## src/rtl/seg_shift_pkg.sv

```systemverilog
package seg_shift_pkg;
    // Phase index of the bridge capture; always the first pulse of a step.
    localparam int BRIDGE_PHASE = 0;

    // Phase index that loads data bit idx of a segment with seg_bits data bits.
    function automatic int data_phase(input int seg_bits, input int idx);
        return seg_bits - idx;
    endfunction
endpackage

```

## src/rtl/seg_en_reg.sv

```systemverilog
module seg_en_reg #(
    parameter int WIDTH = 1
) (
    input  logic             clk,
    input  logic             rst,
    input  logic             load,
    input  logic [WIDTH-1:0] d,
    output logic [WIDTH-1:0] q
);
    always_ff @(posedge clk) begin
        if (rst) begin
            q <= '0;
        end else if (load) begin
            q <= d;
        end
    end
endmodule

```

## src/rtl/seg_unit.sv

```systemverilog
module seg_unit
    import seg_shift_pkg::*;
#(
    parameter int SEG_BITS = 4,
    localparam int PH_W    = SEG_BITS + 1
) (
    input  logic                clk,
    input  logic                rst,
    input  logic [PH_W-1:0]     phase_en,
    input  logic                head_in,
    output logic [SEG_BITS-1:0] data_q,
    output logic                bridge_q
);
    logic [SEG_BITS-1:0] src;

    for (genvar i = 0; i < SEG_BITS; i++) begin : g_bit
        if (i == 0) begin : g_head
            assign src[i] = head_in;
        end else begin : g_body
            assign src[i] = data_q[i-1];
        end
        seg_en_reg #(.WIDTH(1)) u_cell (
            .clk  (clk),
            .rst  (rst),
            .load (phase_en[data_phase(SEG_BITS, i)]),
            .d    (src[i]),
            .q    (data_q[i])
        );
    end

    seg_en_reg #(.WIDTH(1)) u_bridge (
        .clk  (clk),
        .rst  (rst),
        .load (phase_en[BRIDGE_PHASE]),
        .d    (data_q[SEG_BITS-1]),
        .q    (bridge_q)
    );
endmodule

```

## src/rtl/seg_shift_chain.sv

```systemverilog
module seg_shift_chain #(
    parameter int SEG_BITS = 4,
    parameter int NUM_SEGS = 128
) (
    input  logic                         clk,
    input  logic                         rst,
    input  logic                         ser_in,
    input  logic [SEG_BITS:0]            phase_en,
    output logic [SEG_BITS*NUM_SEGS-1:0] par_out,
    output logic                         ser_out
);
    localparam int TOTAL = SEG_BITS * NUM_SEGS;

    logic [NUM_SEGS-1:0] bridge;

    for (genvar s = 0; s < NUM_SEGS; s++) begin : g_seg
        logic head;
        if (s == 0) begin : g_first
            assign head = ser_in;
        end else begin : g_next
            assign head = bridge[s-1];
        end
        seg_unit #(.SEG_BITS(SEG_BITS)) u_seg (
            .clk      (clk),
            .rst      (rst),
            .phase_en (phase_en),
            .head_in  (head),
            .data_q   (par_out[s*SEG_BITS +: SEG_BITS]),
            .bridge_q (bridge[s])
        );
    end

    assign ser_out = par_out[TOTAL-1];
endmodule

```

## config.mk

```make
export PLATFORM = sky130hd
export DESIGN_NAME = seg_shift_chain
export DESIGN_NICKNAME = d
export VERILOG_FILES = /design/src/rtl/seg_shift_pkg.sv /design/src/rtl/seg_en_reg.sv /design/src/rtl/seg_unit.sv /design/src/rtl/seg_shift_chain.sv
export SDC_FILE = /design/constraint.sdc
export NUM_CORES = 1
export LEC_CHECK = 0
export ABC_AREA = 1
export BUFFER_PORTS_ARGS = -buffer_cell sky130_fd_sc_hd__buf_2
export CAP_MARGIN = 20
export CORE_MARGIN = 3
export CORE_UTILIZATION = 60
export CTS_CLUSTER_SIZE = 14
export DETAILED_ROUTE_END_ITERATION = 7
export GPL_ROUTABILITY_DRIVEN = 0
export PLACE_DENSITY = 0.91
export RECOVER_POWER = 100
export SYNTH_ARGS = -nofsm -noshare
export SYNTH_HDL_FRONTEND = slang
export SYNTH_SLANG_ARGS = --single-unit
```

## constraint.sdc

```tcl
create_clock -name clk -period 1.6 [get_ports clk]
set_clock_uncertainty 0.05 [all_clocks]
set_input_delay 0 -clock clk [delete_from_list [all_inputs] [get_ports clk]]
set_output_delay 0 -clock clk [all_outputs]
set_load 0.1 [all_outputs]
```

==> metrics.txt <==
Std-Cell Rows 80; Critical-path top delay cell buf_2; critical setup path kind flop to primary output; core outline area 48300 um^2; kind of cell adding the most delay to the critical path buffers and inverters; I/O Buffers 520; die area 52200 um^2; setup violators final 0; Clk pin slew, worst setup/hold paths 0.06 ns; Final min period between 1.5 and 2 ns; sequential cell area fraction in the yosys report 0.431; antenna-violating nets left 0; Synth Area in Compound Gates 0; Vias 24800; postcts setup bufs 0; post-synthesis cell area 29700 um^2; Yosys warnings 0; Crit path arrival time 1.52 ns; Design Area, Final 31100 um^2; area delta synth->final 4.87%; nets@finish 4512; die width 228 um; CTS root buffer clkbuf_16; final wirelength about 74000 um; vias in the first global route 22700; Critical Path Source Type flop; pin slew with the least headroom to its limit 1.03 ns; mux share of post-synthesis cell area 0; CP cell instances buf_2; fill cell count 3853; Avg WL per Cell 14.2 um; CP endpoint kind primary output; leakage 16.7 nW; Synth Area in Adders 0; post-DP HPWL 47200 um; top cells by area, synth dfxtp_1 (43%), nand2_1 (16%), nor2_1 (16%), buf_4 (13%), inv_1 (8.1%); Slew HR 0.316; Final Cycle Share 0.981; syn_nets around 4600; Post-Syn Instances 4557; Yosys reg bits 639; simple-gate share of the synthesized area 0.323; largest area contributor in the netlist dfxtp_1; clock tree buffer depth 3; global route overflow 0; pin count of the biggest net entering global routing between 70 and 80; # Max-Cap Violations 0; 1st-iter DRT viols 1995; PnR Total Power approximately 42 mW; First-pass DRT Iterations 5; Synth top area share 0.431; Critical Path Max Stage Delay 0.48 ns; first-pass GRT wire length 117000 um; initial antenna violation count 1; drt drc 0; Synth Area in XOR/XNOR 0; unrepaired setup endpoints after global routing no; Final TNS setup 0 ns; final max-slew violation count 0; clock sink total 639; final hold violations 0; area post-placement 29100 um^2; Initial Utilization 0.614; drt via density approximately 4.8; Worst Path Max Fanout 3; clk_lat worst skew 0.60 ns; Avg Cell Area, Syn 6.52 um^2; status complete, no violations; synth unique cells 8; Hold/Removal Path Class primary input to flop; CTS tree built; GR Util All Layers 0.271; main combinational cell family by area after synthesis simple AND/OR/NAND/NOR gates; num ports ~520; worst vdd ir 1.12 mV; Achievable Freq 637 MHz; chip height 228 um; Inserted Clock Buffers 61; share of layout cells above drive strength 1 0.148; PD cells 1360 nW/um^2; Worst Path Buf+Inv 1; htree depth 2; Critical Path RT 1.55 ns
==> flip-flops by register name, summed over array words and instances, names as in the netlist <==
signal,flops
g_seg.u_seg.g_bit.u_cell.q,512
g_seg.u_seg.u_bridge.q,127
==> Yosys cell counts, drive strengths merged <==
master,instances
clkbuf,8
nor2,1278
inv,640
nand2,1278
buf,714
dfxtp,639
==> logic make-up after synthesis <==
logic type             count (synthesis)
buffers and inverters               1362
and+or+nand+nor                     2556
DFF                                  639
==> through the flow <==
stage	cells	hold WS, ns	setup slack [ns]	utilization
2_1_floorplan	4557	0.138	0.176	-
3_3_place_gp	5073	0.239	0.444	0.602
3_5_place_dp	5073	0.246	0.453	0.602
4_1_cts	5204	0.00740	0.000604	0.649
5_1_grt	5205	0.0233	0.00153	0.644
6_report	5205	0.0446	0.0300	0.644
==> worst paths after layout <==
kind	from	to	slack, ns	depth (start not counted)
max	g_seg[58].u_seg.g_bit[2].u_cell.q$_SDFFE_PP0P_	par_out[234]	0.03	1
min	phase_en[4]	g_seg[112].u_seg.g_bit[0].u_cell.q$_SDFFE_PP0P_	0.04	5
max reg2reg	g_seg[74].u_seg.g_bit[3].u_cell.q$_SDFFE_PP0P_	g_seg[74].u_seg.u_bridge.q$_SDFFE_PP0P_	0.29	5
min reg2reg	g_seg[120].u_seg.u_bridge.q$_SDFFE_PP0P_	g_seg[120].u_seg.u_bridge.q$_SDFFE_PP0P_	0.42	2
==> routing by layer <==
layer	vias up	GRT usage	part of all wire
met5	-	0	0
met4	0	0.115	0.043
met3	199	0.0526	0.083
met2	1019	0.466	0.48
met1	11200	0.331	0.40
li1	12300	-	-
==> power by group <==
part	total, mW	internal [mW]	switching (mW)	leakage (nW)
clock network	14.2	8.14	6.09	0.969
logic	10.3	1.72	8.57	10.5
registers	17.8	17.0	0.889	5.28
total	42.4	26.8	15.6	16.7
==> cell usage in the layout (no fill, tap or decap), types with 9 or more instances in the layout <==
| cell type | count |
|---|---|
| clkbuf_16 | 63 |
| nand2_1 | 1278 |
| clkbuf_4 | 16 |
| buf_4 | 16 |
| clkbuf_8 | 14 |
| buf_12 | 20 |
| clkbuf_1 | 20 |
| clkbuf_2 | 421 |
| dfxtp_1 | 639 |
| clkinv_2 | 9 |
| nor2_1 | 1278 |
| inv_1 | 639 |
| dlygate4sd3_1 | 20 |
| buf_2 | 99 |
==> final cells by class <==
type / instances / area, um^2 / share of cell area
flip-flops and latches: 639 / 12800 / 0.411
multi-input cells: 2556 / 9590 / 0.308
repair buffers: 606 / 3550 / 0.114
inverters: 640 / 2410 / 0.0774
clock buffers: 90 / 1820 / 0.0584
well taps: 656 / 821 / 0.0264
clock inverters: 17 / 154 / 0.00494
diodes: 1 / 2.50 / 0.0000804
==> timing repair <==
| item | CTS | global route |
|---|---|---|
| endpoints found under the setup margin | 5 | 3 |
| endpoints found under the hold margin | 372 | 0 |
| hold buffers | 24 | 0 |
| gates resized for setup | 5 | 3 |
Note: power is estimated with default switching activity, not from simulation.
